## config.mk

```make
export PLATFORM = sky130hd
export DESIGN_NAME = cmpcap_timer
export DESIGN_NICKNAME = d
export VERILOG_FILES = /design/src/rtl/tmr_pkg.sv /design/src/rtl/tmr_prescaler.sv /design/src/rtl/tmr_capture.sv /design/src/rtl/tmr_outpin.sv /design/src/rtl/cmpcap_timer.sv
export SDC_FILE = /design/constraint.sdc
export NUM_CORES = 1
export LEC_CHECK = 0
export ABC_AREA = 1
export BUFFER_PORTS_ARGS = -buffer_cell sky130_fd_sc_hd__buf_4
export CAP_MARGIN = 10
export CORE_AREA = 2 2 215 217
export DETAILED_ROUTE_END_ITERATION = 12
export DIE_AREA = 0 0 217 219
export HOLD_SLACK_MARGIN = 0.15
export PLACE_DENSITY = 0.44
export SLEW_MARGIN = 20
export SYNTH_ARGS = -nofsm -noshare
export SYNTH_HDL_FRONTEND = slang
export SYNTH_SLANG_ARGS = --single-unit
```

## constraint.sdc

```tcl
create_clock -name clk -period 2.8 [get_ports clk]
set_input_delay 0.42 -clock clk [delete_from_list [all_inputs] [get_ports clk]]
set_output_delay 0.42 -clock clk [all_outputs]
set_load 0.01 [all_outputs]
```

## src/rtl/tmr_pkg.sv

```systemverilog
package tmr_pkg;
  typedef enum logic [2:0] {
    SEL_CTRL  = 3'd0,
    SEL_COUNT = 3'd1,
    SEL_LOAD  = 3'd2,
    SEL_TRIG  = 3'd3,
    SEL_MATCH = 3'd4,
    SEL_CAP1  = 3'd5,
    SEL_CAP2  = 3'd6
  } reg_sel_e;

  localparam int CTRL_W     = 14;
  localparam int PTV_W      = 3;
  localparam int CB_RUN     = 0;
  localparam int CB_RELOAD  = 1;
  localparam int CB_PTV_LO  = 2;
  localparam int CB_PRE_EN  = 5;
  localparam int CB_CMP_EN  = 6;
  localparam int CB_IDLE    = 7;
  localparam int CB_EDGE_LO = 8;
  localparam int CB_TRIG_LO = 10;
  localparam int CB_TOGGLE  = 12;
  localparam int CB_DUAL    = 13;

  localparam int EVT_N     = 3;
  localparam int EVT_MATCH = 0;
  localparam int EVT_OVF   = 1;
  localparam int EVT_CAP   = 2;
endpackage

```

## src/rtl/tmr_prescaler.sv

```systemverilog
module tmr_prescaler #(
  parameter int PTV_W = 3
) (
  input  logic             clk,
  input  logic             rst,
  input  logic             run,
  input  logic             pre_en,
  input  logic             tick,
  input  logic [PTV_W-1:0] ptv,
  output logic             step
);
  localparam int PCW = 1 << PTV_W;

  logic [PCW-1:0] pcnt_q;
  logic [PCW-1:0] lim;

  // divide ratio 2^(ptv+1): terminal count is that minus one
  assign lim  = (PCW'(2) << ptv) - PCW'(1);
  assign step = tick && (!pre_en || (pcnt_q == lim));

  always_ff @(posedge clk) begin
    if (rst || !run || !pre_en) begin
      pcnt_q <= '0;
    end else if (tick) begin
      pcnt_q <= (pcnt_q == lim) ? '0 : pcnt_q + PCW'(1);
    end
  end
endmodule

```

## src/rtl/tmr_capture.sv

```systemverilog
module tmr_capture #(
  parameter int W    = 32,
  parameter int SYNC = 2
) (
  input  logic         clk,
  input  logic         rst,
  input  logic         pin,
  input  logic [1:0]   edge_sel,
  input  logic         dual,
  input  logic         rearm,
  input  logic [W-1:0] count,
  output logic [W-1:0] cap1,
  output logic [W-1:0] cap2,
  output logic         cap_evt
);
  logic [SYNC-1:0] sync_q;
  logic            prev_q;
  logic [1:0]      seen_q;
  logic            rise, fall, hit;

  always_ff @(posedge clk) begin
    if (rst) sync_q[0] <= 1'b0;
    else     sync_q[0] <= pin;
  end

  for (genvar i = 1; i < SYNC; i++) begin : g_sync
    always_ff @(posedge clk) begin
      if (rst) sync_q[i] <= 1'b0;
      else     sync_q[i] <= sync_q[i-1];
    end
  end

  always_ff @(posedge clk) begin
    if (rst) prev_q <= 1'b0;
    else     prev_q <= sync_q[SYNC-1];
  end

  assign rise = sync_q[SYNC-1] && !prev_q;
  assign fall = !sync_q[SYNC-1] && prev_q;

  always_comb begin
    unique case (edge_sel)
      2'd1:    hit = rise;
      2'd2:    hit = fall;
      2'd3:    hit = rise || fall;
      default: hit = 1'b0;
    endcase
  end

  assign cap_evt = hit && !rearm && (!dual || (seen_q != 2'd2));

  always_ff @(posedge clk) begin
    if (rst) begin
      cap1   <= '0;
      cap2   <= '0;
      seen_q <= 2'd0;
    end else if (rearm) begin
      seen_q <= 2'd0;
    end else if (cap_evt) begin
      if (!dual || seen_q == 2'd0) begin
        cap1 <= count;
        if (dual) seen_q <= 2'd1;
      end else begin
        cap2   <= count;
        seen_q <= 2'd2;
      end
    end
  end
endmodule

```

## src/rtl/tmr_outpin.sv

```systemverilog
module tmr_outpin (
  input  logic       clk,
  input  logic       rst,
  input  logic       run,
  input  logic       tick,
  input  logic       idle_lvl,
  input  logic       toggle,
  input  logic [1:0] trig_sel,
  input  logic       ovf_hit,
  input  logic       match_hit,
  output logic       pin_o
);
  logic trig;

  always_comb begin
    unique case (trig_sel)
      2'd1:    trig = ovf_hit;
      2'd2:    trig = ovf_hit || match_hit;
      default: trig = 1'b0;
    endcase
  end

  always_ff @(posedge clk) begin
    if (rst) begin
      pin_o <= 1'b0;
    end else if (!run) begin
      pin_o <= idle_lvl;
    end else if (toggle) begin
      if (trig) pin_o <= !pin_o;
    end else if (trig) begin
      pin_o <= !idle_lvl;
    end else if (tick) begin
      pin_o <= idle_lvl;
    end
  end
endmodule

```

## src/rtl/cmpcap_timer.sv

```systemverilog
module cmpcap_timer
  import tmr_pkg::*;
#(
  parameter int W    = 32,
  parameter int SYNC = 2
) (
  input  logic         clk,
  input  logic         rst,
  input  logic         tick_i,
  input  logic         wr_en,
  input  logic [2:0]   wr_addr,
  input  logic [W-1:0] wr_data,
  input  logic [2:0]   rd_addr,
  output logic [W-1:0] rd_data,
  input  logic         cap_pin_i,
  output logic [EVT_N-1:0] evt_o,
  output logic         pwm_o
);
  logic [CTRL_W-1:0] ctrl_q;
  logic [W-1:0]      count_q, load_q, match_q, cap1_q, cap2_q, rd_q, nxt;
  logic [EVT_N-1:0]  evt_q;
  logic wr_ctrl, wr_count, wr_load, wr_trig, wr_match;
  logic run, reload, step, adv, at_top, ovf_hit, match_hit, cap_evt;

  assign wr_ctrl  = wr_en && (wr_addr == SEL_CTRL);
  assign wr_count = wr_en && (wr_addr == SEL_COUNT);
  assign wr_load  = wr_en && (wr_addr == SEL_LOAD);
  assign wr_trig  = wr_en && (wr_addr == SEL_TRIG);
  assign wr_match = wr_en && (wr_addr == SEL_MATCH);

  assign run    = ctrl_q[CB_RUN];
  assign reload = ctrl_q[CB_RELOAD];

  tmr_prescaler #(.PTV_W(PTV_W)) u_pre (
    .clk    (clk),
    .rst    (rst),
    .run    (run),
    .pre_en (ctrl_q[CB_PRE_EN]),
    .tick   (tick_i),
    .ptv    (ctrl_q[CB_PTV_LO +: PTV_W]),
    .step   (step)
  );

  assign adv       = run && step;
  assign at_top    = (count_q == '1);
  assign nxt       = at_top ? (reload ? load_q : '0) : count_q + W'(1);
  assign ovf_hit   = adv && at_top;
  assign match_hit = adv && ctrl_q[CB_CMP_EN] && (nxt == match_q);

  always_ff @(posedge clk) begin
    if (rst) begin
      ctrl_q <= '0;
    end else if (wr_ctrl) begin
      ctrl_q <= wr_data[CTRL_W-1:0];
    end else if (ovf_hit && !reload) begin
      ctrl_q[CB_RUN] <= 1'b0;
    end
  end

  always_ff @(posedge clk) begin
    if (rst) begin
      count_q <= '0;
      load_q  <= '0;
      match_q <= '0;
    end else begin
      if (wr_load)  load_q  <= wr_data;
      if (wr_match) match_q <= wr_data;
      if (wr_count)     count_q <= wr_data;
      else if (wr_trig) count_q <= load_q;
      else if (adv)     count_q <= nxt;
    end
  end

  tmr_capture #(.W(W), .SYNC(SYNC)) u_cap (
    .clk      (clk),
    .rst      (rst),
    .pin      (cap_pin_i),
    .edge_sel (ctrl_q[CB_EDGE_LO +: 2]),
    .dual     (ctrl_q[CB_DUAL]),
    .rearm    (wr_ctrl),
    .count    (count_q),
    .cap1     (cap1_q),
    .cap2     (cap2_q),
    .cap_evt  (cap_evt)
  );

  tmr_outpin u_out (
    .clk       (clk),
    .rst       (rst),
    .run       (run),
    .tick      (tick_i),
    .idle_lvl  (ctrl_q[CB_IDLE]),
    .toggle    (ctrl_q[CB_TOGGLE]),
    .trig_sel  (ctrl_q[CB_TRIG_LO +: 2]),
    .ovf_hit   (ovf_hit),
    .match_hit (match_hit),
    .pin_o     (pwm_o)
  );

  always_ff @(posedge clk) begin
    if (rst) begin
      evt_q <= '0;
    end else begin
      evt_q[EVT_MATCH] <= match_hit;
      evt_q[EVT_OVF]   <= ovf_hit;
      evt_q[EVT_CAP]   <= cap_evt;
    end
  end
  assign evt_o = evt_q;

  always_ff @(posedge clk) begin
    if (rst) begin
      rd_q <= '0;
    end else begin
      unique case (reg_sel_e'(rd_addr))
        SEL_CTRL:  rd_q <= W'(ctrl_q);
        SEL_COUNT: rd_q <= count_q;
        SEL_LOAD:  rd_q <= load_q;
        SEL_MATCH: rd_q <= match_q;
        SEL_CAP1:  rd_q <= cap1_q;
        SEL_CAP2:  rd_q <= cap2_q;
        default:   rd_q <= '0;
      endcase
    end
  end
  assign rd_data = rd_q;
endmodule

```

* Yosys cells after proc, flatten, opt, wreduce, memory -nomap -nowiden *
Index checks and enable logic that the tools add are counted.

word-level totals
  register bits = 223
  input port bits = 43
  output and inout bits = 36
  logic and storage cells = 101

operators by class
  add/sub/neg operators = 3
  equality and inequality tests = 21
  shift-type cells = 1
  mux-type cells = 18
  bitwise logic cells = 2
  reduce and logical (&&, ||, !) cells = 41

operators with widths
  operator               count
  $pmux 32 s6            1
  $mux 32                5
  $add 32x1->32 const B  1
  $eq 32x32->1           1
  $eq 32x32->1 const B   1
  $logic_and 1x1->1      15
  $eq 3x3->1 const B     4
  $eq 3x2->1 const B     3
  $logic_not 1->1        9
  $add 8x1->8 const B    1
  $eq 8x8->1             1
  $mux 8                 1
  $shl 2x3->8 const A    1
  $sub 8x2->8 const B    1
  $logic_or 1x1->1       7
  $mux 1                 7
  $eq 2x2->1 const B     3
  $eq 3x1->1 const B     2
  $logic_not 3->1        2
  $ne 3x2->1 const B     2
  $reduce_and 3->1       2
  $eq 2x1->1 const B     2
  $mux 2                 2
  $ne 2x2->1 const B     2
  8 further kinds        10

* Logic depth before layout (Yosys ltp) *
Gate-level depths: netlist (run 1).

  depth in word-level cells = 13
  gate-level depth with buffers = 24
  gate-level depth less buffers = 24

* Modules after synthesis *
A second synthesis (run 1) with hierarchy kept.

second synthesis, totals
  cells, all modules = 1845
  area total of the unflattened synthesis = 12060.3 um2

modules (own cells, without submodules)
  module         times used  cells an instance  area each (um2)  seq. area each (um2)
  cmpcap_timer   1           1284               8270.4           2902.8
  tmr_capture    1           423                2984.1           1381.3
  tmr_prescaler  1           114                668.1            160.2
  tmr_outpin     1           24                 137.6            20.0

* Least setup slack after synthesis (run 1) *
OpenSTA, ideal clock, no wires.

  path kind = flip-flop to flip-flop
  start = register count_q[0]
  end = register u_out.pin_o
  setup time = 0.070 ns
  arrival = 2.272 ns
  required time = 2.730 ns
  path slack = 0.458 ns
  cell stages (with the launch flop) = 23
  path buffers = 1
  clock period less this slack = 2.342 ns
  path through = dfxtp_1 ha_1 nand2_2 nor2_4 nand2_4 nor2_8 nand2_4 buf_6 nand3_1 nand2_1 a21oi_1 nand3_1 nor2_1 nand2_1 nor2_1 nand2_1 nand2_1 nand2_1 nand2_1 nand2_1 nand2_1 nand2_1 a21oi_1

between the ends
  word-level cells in the longest chain between the ends = 9
  elaborated cells on any way between the ends = 14
  classes of those cells = add/sub: 1; eq/ne: 4; mux: 5; reduce/logical: 4

ends and longest elaborated chain
  item                                                  RTL line                                text
  start, declared                                       cmpcap_timer.sv:20                      logic [W-1:0] count_q, load_q, match_q, cap1_q, cap2_q, rd_q, nxt;
  start signal, assigned                                cmpcap_timer.sv:68                      if (wr_count) count_q <= wr_data;
  start signal, assigned                                cmpcap_timer.sv:69                      else if (wr_trig) count_q <= load_q;
  start signal, assigned                                cmpcap_timer.sv:70                      else if (adv) count_q <= nxt;
  $add 32x1->32 / $eq 32x32->1 (equally long branches)  cmpcap_timer.sv:46, cmpcap_timer.sv:45
  $mux 32                                               cmpcap_timer.sv:46                      assign nxt = at_top ? (reload ? load_q : '0) : count_q + W'(1);
  $eq 32x32->1                                          cmpcap_timer.sv:48                      assign match_hit = adv && ctrl_q[CB_CMP_EN] && (nxt == match_q);
  $logic_and 1x1->1                                     cmpcap_timer.sv:48
  $logic_or 1x1->1                                      tmr_outpin.sv:18                        2'd2: trig = ovf_hit || match_hit;
  $pmux 1 s2 (*)                                        tmr_outpin.sv:16                        unique case (trig_sel)
  $mux 1                                                tmr_outpin.sv:30                        end else if (trig) begin
  $mux 1                                                tmr_outpin.sv:28                        end else if (toggle) begin
  $mux 1                                                tmr_outpin.sv:26                        end else if (!run) begin
  end signal, assigned                                  tmr_outpin.sv:27                        pin_o <= idle_lvl;
  end signal, assigned                                  tmr_outpin.sv:29                        if (trig) pin_o <= !pin_o;
  end signal, assigned                                  tmr_outpin.sv:31                        pin_o <= !idle_lvl;
  end, declared                                         tmr_outpin.sv:11                        output logic pin_o

Mark *: on every way between the ends. The rest lies on a longest branch, timed or not.
A chain may end at the register's enable or synchronous reset.

* Final worst setup path (run 1) *
  start = register count_q[1]
  end = register u_out.pin_o

The elaborated chain is that of the path after synthesis.

==> key figures, run 1 <==
Run status
  – Status: finished with violations
  – Failing checks: setup timing

Floorplanning
  – Die ar.: 47500 µm²
  – Initial Util: 24.8%
  – Die Wd: 217 µm
  – Row count: 78
  – Chip Height: 219 µm
  – Core ar.: 45100 µm²
  – IO Count: 79

Power and ir drop
  – P_int: 5.73 mW
  – Combinational group share of total power: 10.9%
  – Switching share of power: 26.9%
  – NetSw: 2.11 mW
  – Final Power: 7.83 mW
  – LEAKAGE: 5.82 nW
  – PD cells: 532 nW/µm²
  – Peak VDD IR: 410 µV
  – Reg power frac: 42.3%
  – Clock network power share: 46.8%

Critical path
  – Cell mode on critical path: nand2_1
  – CP endpoint kind: flip-flop
  – Crit-path leading delay family: simple AND/OR/NAND/NOR gates
  – Number of buffers and inverters on the critical path: 2
  – CP arrival: 3360 ps
  – Setup CP Type: flip-flop to flip-flop
  – Critical-path cell list: ha_4 > nand2_4 > nor2_4 > nand2_4 > nor2_8 > nand3_4 > nor2_4 > buf_6 > nand2_2 > nand3_2 > nand2_1 > nor2_1 > nand2_1 > inv_1 > nand2_1 > nor2_2 > nand2_2 > nand2_2 > nand2_2 > nand2_1 > nand2_1 > nand2_1 > nand2_1 > a21oi_1
  – Slowest cell on crit path: dfxtp_2
  – CP startpoint kind: flip-flop
  – Worst EP required: 3310 ps
  – Worst-path maximum fanout: 5
  – Delay of the slowest cell on the worst path: 350 ps

Logic synthesis
  – Post-synth EDFFs: 0
  – FFs w/ async S/R, synth: 0%
  – Synth cell types: 39
  – Synthesized cell area: 11200 µm²
  – Yosys warning count: 0
  – Top post-synthesis cells by area: dfxtp_1, nand2_1, inv_1
  – Post-Syn Nets: 1680
  – Top-area cell type share of the netlist area: 40.0%
  – Primary FF master, synth: dfxtp_1
  – Seq/Total Area, Yosys: 40.0%
  – Avg Inst Size Synth: 6.84 µm²
  – Yosys top cell by area: dfxtp_1
  – Post-Synthesis Cells: 1631
  – Seq cells post-synth: 223

Clock network
  – Clk slew on worst S/H paths: 60 ps
  – CTS Sinks: 223
  – H-tree Lvls: 1
  – Root Buffer: clkbuf_16
  – Num CTS Buffers: 28
  – TritonCTS clock tree: built
  – Worst-skew pair later-pin latency: 570 ps
  – Longest Clk Path Bufs: 3

Finish
  – Layout area overhead: 31.8%
  – Filler cells: 4948
  – Post-route insts no fill: 2432
  – Fin nets: 1859
  – Fin util: 32.6%
  – Share of layout cells above drive strength 1: 19.6%
  – Number of diodes: 0

Global route
  – Grt total ovfl: 0
  – First-pass GRT wire length: 70.3 mm
  – Largest net degree at the start of global routing: 51
  – Vias in the first global route: 11431
  – Antenna violations before repair: 0
  – Total GRT Usage: 19.3%

Timing
  – Minimum clock period: 2850 ps
  – PnR worst setup slack: -48.7 ps
  – Final setup fails: 1
  – Final hold violations: 0
  – Fin Clk Skew: 14.9 ps
  – RSZ-0062 raised after global routing: true
  – Fin crit share: 102%
  – Worst-Margin Slew: 958 ps
  – Max_slew headroom: 36.1%
  – Max Slew Vio Count: 0
  – Fmax achieved: 351 MHz

Detailed routing
  – Final wirelength: 46.9 mm
  – Via-to-Cell Ratio: 4.95
  – Vias: 12043
  – Post-DRT Antenna Nets: 0
  – # DRC: 0
  – DRT iter0 DRCs: 1091
  – Wire per inst: 19.3 µm
  – Drt first pass iters: 5

Place
  – PortBufs: 78
  – RePlAce Congestion: 0.903
  – Placed wire-length estimate: 33.6 mm
  – Placed Instances: 2359
  – Worst slack, placed: -117 ps

Run
  – Number of max-cap violations: 0

Worst hold path
  – Worst hold path class: primary input to flip-flop
## through the flow
stage,setup TNS (ps),instance area [µm²],hold slack [ps]
CTS,0,14400,151
global placement,-114,13300,403
global route,-234,14700,165
detailed placement,-117,13300,403
finish,-48.7,14700,159
floorplan,0,11200,388
## layout make-up
cell class | count | area [µm²] | share of cell area (%)
Multi-Input combinational cell | 1087 | 5690 | 38.7
Sequential cell | 223 | 4470 | 30.4
Timing Repair Buffer | 238 | 2010 | 13.6
Inverter | 232 | 880 | 5.98
Clock buffer | 41 | 800 | 5.43
Tap cell | 600 | 751 | 5.10
Clock inverter | 11 | 119 | 0.808
## state kept, by name, summed over array words and instances, names as in the netlist
register	flops
u_cap.cap2	32
u_cap.cap1	32
u_out.pin_o	1
rd_data	32
load_q	32
ctrl_q	14
u_cap.sync_q	2
evt_o	3
u_pre.pcnt_q	8
u_cap.seen_q	2
u_cap.prev_q	1
count_q	32
match_q	32
## cell usage after synthesis, drive strengths merged, types with 2 or more instances
cell / n
xor2: 11
inv: 230
a21oi: 153
nand3b: 3
nand2: 271
dfxtp: 223
buf: 10
nor3: 35
o22ai: 74
o221ai: 15
or2: 11
a221oi: 28
nand4: 11
ha: 6
nor2: 165
clkinv: 2
o21ai: 176
a31oi: 3
o211ai: 8
a211oi: 16
clkbuf: 79
nand3: 97
## layout by cell type (no fill, tap or decap), types with 10 or more instances in the layout
cell / n
o221ai_1: 15
nor2_4: 13
a21oi_1: 153
buf_4: 207
nand2_1: 249
nand2_2: 19
nor2_1: 143
dfxtp_1: 215
clkbuf_16: 29
inv_1: 227
o21ai_0: 166
nand3_2: 10
nand3_1: 84
nand4_1: 11
buf_12: 11
a221oi_1: 28
or2_2: 11
nor3_1: 35
a211oi_1: 16
o22ai_1: 74
## power groups by stage
| stage | Sequential, mW | Clock [mW] | Combinational (mW) |
|---|---|---|---|
| floorplan | 3.38 | 0 | 0.399 |
| global placement | 3.38 | 0 | 0.807 |
| detailed placement | 3.38 | 0 | 0.806 |
| CTS | 3.31 | 3.74 | 0.825 |
| global route | 3.32 | 3.85 | 0.929 |
| finish | 3.32 | 3.66 | 0.852 |
## final timing paths
path                                                  from                          to  slack (ps)  cells after the start
worst max-delay path               count_q[1]$_SDFFE_PP0P_    u_out.pin_o$_SDFFE_PP0P_         -50                     24
worst min-delay path                            wr_data[0]      ctrl_q[0]$_SDFFE_PP0P_         160                      3
worst max register to register     count_q[1]$_SDFFE_PP0P_    u_out.pin_o$_SDFFE_PP0P_         -50                     24
worst min register to register  u_cap.sync_q[0]$_SDFF_PP0_  u_cap.sync_q[1]$_SDFF_PP0_         410                      2
## timing repair
item,4_1_cts,5_1_grt
gates resized for setup,10,61
hold buffers,9,0
hold endpoints to repair,12,0
setup endpoints to repair,1,2
pin swaps,0,29
setup buffers,0,11
cloned,0,1
## kinds of logic (layout without fill, tap and decap cells)
group / count (synthesis) / count (layout) / synth area share [%]
buffers and inverters: 321 / 522 / 11.1
adders and majority gates: 6 / 6 / 0.672
AOI/OAI and AO/OA: 475 / 475 / 24.2
and+or+nand+nor: 594 / 594 / 23.1
DFF: 223 / 223 / 40.0
xor gates and xnor gates: 12 / 12 / 0.941
## metal layers
metal	part of all wire, %	global-route usage [%]	wire length [µm]	vias to the layer above
li1	-	-	-	5828
met4	2.1	4.50	970	0
met5	0	0	0	-
met3	6.4	2.67	2980	68
met2	44	30.7	20800	417
met1	47	27.4	22100	5730
## worst min-delay path: stages
cell     delay [ps]
buf_4           140
nand2_1          70
a21oi_1          60
Note: power is estimated with default switching activity, not from simulation.
==> run 2: changes to the inputs <==
clock period = 3.2 ns   (was 2.8 ns; I/O delays follow)
==> run 2 against run 1 <==
Net effect: register-to-register slack gained 330 ps; worst setup slack gained 330 ps; the run now ends clean; routed wire length shrank 1.3%; power shrank 11%; sequential share of layout area grew 1.7 points; clock skew grew 13 ps; critical path depth shrank 2.
==> key figures, run 2 (same netlist as run 1, synthesis figures left out) <==
Run status
  – Status: finished clean

Place
  – Placed wire-length estimate: 32.2 mm (-4.3%)
  – PortBufs: 78 (unchanged)
  – RePlAce Congestion: 0.887 (-1.8%)
  – Placement Cell Area: 12800 µm² (-4.0%)

Finish
  – Area occupied by multi-input gates: 5530 µm² (-2.7%)
  – Layout area overhead: 24.6%
  – Register Area: 4470 µm² (about the same)
  – Filler cells: 4996 (+0.97%)
  – Most common cell after layout, fill and taps aside: nand2_1
  – Commonest non-fill, non-tap cells in the layout: nand2_1, inv_1, dfxtp_1
  – Fin nets: 1779 (-4.3%)
  – Share of layout cells above drive strength 1: 14.7% (-4.9 points)
  – Number of diodes: 0 (unchanged)
  – Final instance area: 13900 µm² (-5.5%)
  – Fin util: 30.8% (-1.8 points)

Detailed routing
  – Final wirelength: 46.3 mm (-1.3%)
  – Post-DRT Antenna Nets: 0 (unchanged)
  – Wire per inst: 19.7 µm (+2.1%)
  – # DRC: 0 (unchanged)
  – DRT iter0 DRCs: 928 (-15%)
  – Drt first pass iters: 5 (unchanged)
  – Via-to-Cell Ratio: 4.93 (-0.38%)
  – Vias: 11598 (-3.7%)

Timing
  – Fin Clk Skew: 27.6 ps (+12.7 ps)
  – Fin crit share: 91.2% (-11 points)
  – Max Slew Vio Count: 0 (unchanged)
  – Final setup fails: 0 (-1)
  – Final hold violations: 0 (unchanged)
  – Minimum clock period: 2920 ps (+68.8 ps)
  – Max_slew headroom: 38.0% (+1.9 points)
  – Worst-Margin Slew: 929 ps (-28.8 ps)
  – Fmax achieved: 343 MHz (-2.4%)

Critical path
  – CP arrival: 3430 ps (+70 ps)
  – Critical-path cell list: ha_2 > nand2_2 > nor2_4 > nand2_4 > nor2_8 > buf_8 > o211ai_1 > nand2_1 > nand2_1 > nand2_1 > nand3_1 > nor2_2 > nand3_1 > nor2_1 > nand2_1 > nand2_1 > nand2_1 > nand2_1 > nand2_1 > nand2_1 > nand2_1 > a21oi_1
  – R2R Path Start: count_q[1]$_SDFFE_PP0P_
  – Reg2Reg Depth: 22 (-8.3%)
  – Setup CP Type: flip-flop to flip-flop
  – CP startpoint kind: flip-flop
  – R2r setup slk: 280 ps (+330 ps)
  – Slowest cell on crit path: dfxtp_2
  – CP endpoint kind: flip-flop
  – RR Endpoint: u_out.pin_o$_SDFFE_PP0P_
  – Cell mode on critical path: nand2_1
  – Worst-path maximum fanout: 16 (+11)
  – Delay of the slowest cell on the worst path: 350 ps (about the same)
  – Worst EP required: 3710 ps (+400 ps)

Clock network
  – TritonCTS clock tree: built
  – Num CTS Buffers: 29 (+3.6%)
  – CTS Sinks: 223 (unchanged)
  – Worst-skew pair later-pin latency: 580 ps (about the same)
  – H-tree Lvls: 1 (unchanged)
  – Longest Clk Path Bufs: 3 (unchanged)
  – Root Buffer: clkbuf_16
  – Clk slew on worst S/H paths: 60 ps (about the same)

Floorplanning
  – IO Count: 79 (unchanged)
  – Core ar.: 45100 µm² (unchanged)
  – Chip Height: 219 µm (unchanged)
  – Die Wd: 217 µm (unchanged)
  – Row count: 78 (unchanged)
  – Die ar.: 47500 µm² (unchanged)
  – Initial Util: 24.8% (unchanged)

Run
  – Number of max-cap violations: 0 (unchanged)

Worst hold path
  – Hold EP: ctrl_q[8]$_SDFFE_PP0P_
  – Hold depth: 3 (unchanged)
  – Hold Crit Start: wr_data[8]
  – Worst hold path class: primary input to flip-flop

Global route
  – First-pass GRT wire length: 70.0 mm (-0.39%)
  – Total GRT Usage: 19.2% (-0.064 points)
  – Largest net degree at the start of global routing: 74 (+45%)
  – Grt total ovfl: 0 (unchanged)
  – Antenna violations before repair: 0 (unchanged)
  – Vias in the first global route: 11202 (-2.0%)

Power and ir drop
  – PD cells: 502 nW/µm² (-5.7%)
  – Final Power: 6.98 mW (-11%)
  – LEAKAGE: 5.37 nW (-7.7%)
  – Peak VDD IR: 361 µV (-12%)
[run 2: area by class of cell]
type | count | area share [%]
Multi-Input combinational cell | 1087 | 39.8
Sequential cell | 223 | 32.1
Timing Repair Buffer | 157 | 9.29
Inverter | 232 | 6.31
Clock buffer | 42 | 6.14
Tap cell | 600 | 5.40
Clock inverter | 10 | 0.927
[run 2: worst max-delay path by stage]
stage / from / endpoint / slack, ps / cells after the start
CTS: count_q[1]$_SDFFE_PP0P_ / u_out.pin_o$_SDFFE_PP0P_ / 40 / 22
finish: count_q[1]$_SDFFE_PP0P_ / u_out.pin_o$_SDFFE_PP0P_ / 280 / 22
floorplan: count_q[0]$_SDFFE_PP0P_ / u_out.pin_o$_SDFFE_PP0P_ / 860 / 22
global route: count_q[1]$_SDFFE_PP0P_ / u_out.pin_o$_SDFFE_PP0P_ / -20 / 24
global placement: count_q[3]$_SDFFE_PP0P_ / u_out.pin_o$_SDFFE_PP0P_ / 40 / 21
detailed placement: count_q[3]$_SDFFE_PP0P_ / u_out.pin_o$_SDFFE_PP0P_ / 60 / 21
[run 2: through the flow]
step | instances | hold slack [ps] | setup TNS [ps] | setup slack [ps]
6_report | 2351 | 197 | 0 | 282
5_1_grt | 2351 | 215 | -15.6 | -15.6
4_1_cts | 2344 | 175 | 0 | 39.0
3_5_place_dp | 2291 | 413 | 0 | 56.3
3_3_place_gp | 2291 | 404 | 0 | 40.2
2_1_floorplan | 1631 | 388 | 0 | 858
[run 2: repair_timing]
item | in CTS | in global routing
hold endpoints to repair | 1 | 0
setup buffers | 0 | 7
resized for setup | 0 | 22
setup endpoints to repair | 0 | 2
hold buffers | 1 | 0
[run 2: where the power goes]
group / leakage, nW / switching (mW) / total, mW / internal (mW)
clock: 0.491 / 1.33 / 3.40 / 2.08
combinational: 3.07 / 0.451 / 0.673 / 0.222
sequential: 1.81 / 0.0524 / 2.90 / 2.85
[run 2: per-layer routing]
layer  vias up  wire length [µm]  GRT usage [%]
met5         -                 0              0
met4         0              1010           5.07
met3        61              2980           2.70
met2       391             20600           30.5
met1      5466             21700           27.2
li1       5680                 -              -
[run 2: worst max-delay path, delay by kind of cell, from the launching register on]
family / cells / cell delay [ps]
DFF: 1 / 350
adders and majority gates: 1 / 200
and+or+nand+nor: 18 / 1820
buffers and inverters: 1 / 220
AOI/OAI and AO/OA: 2 / 250
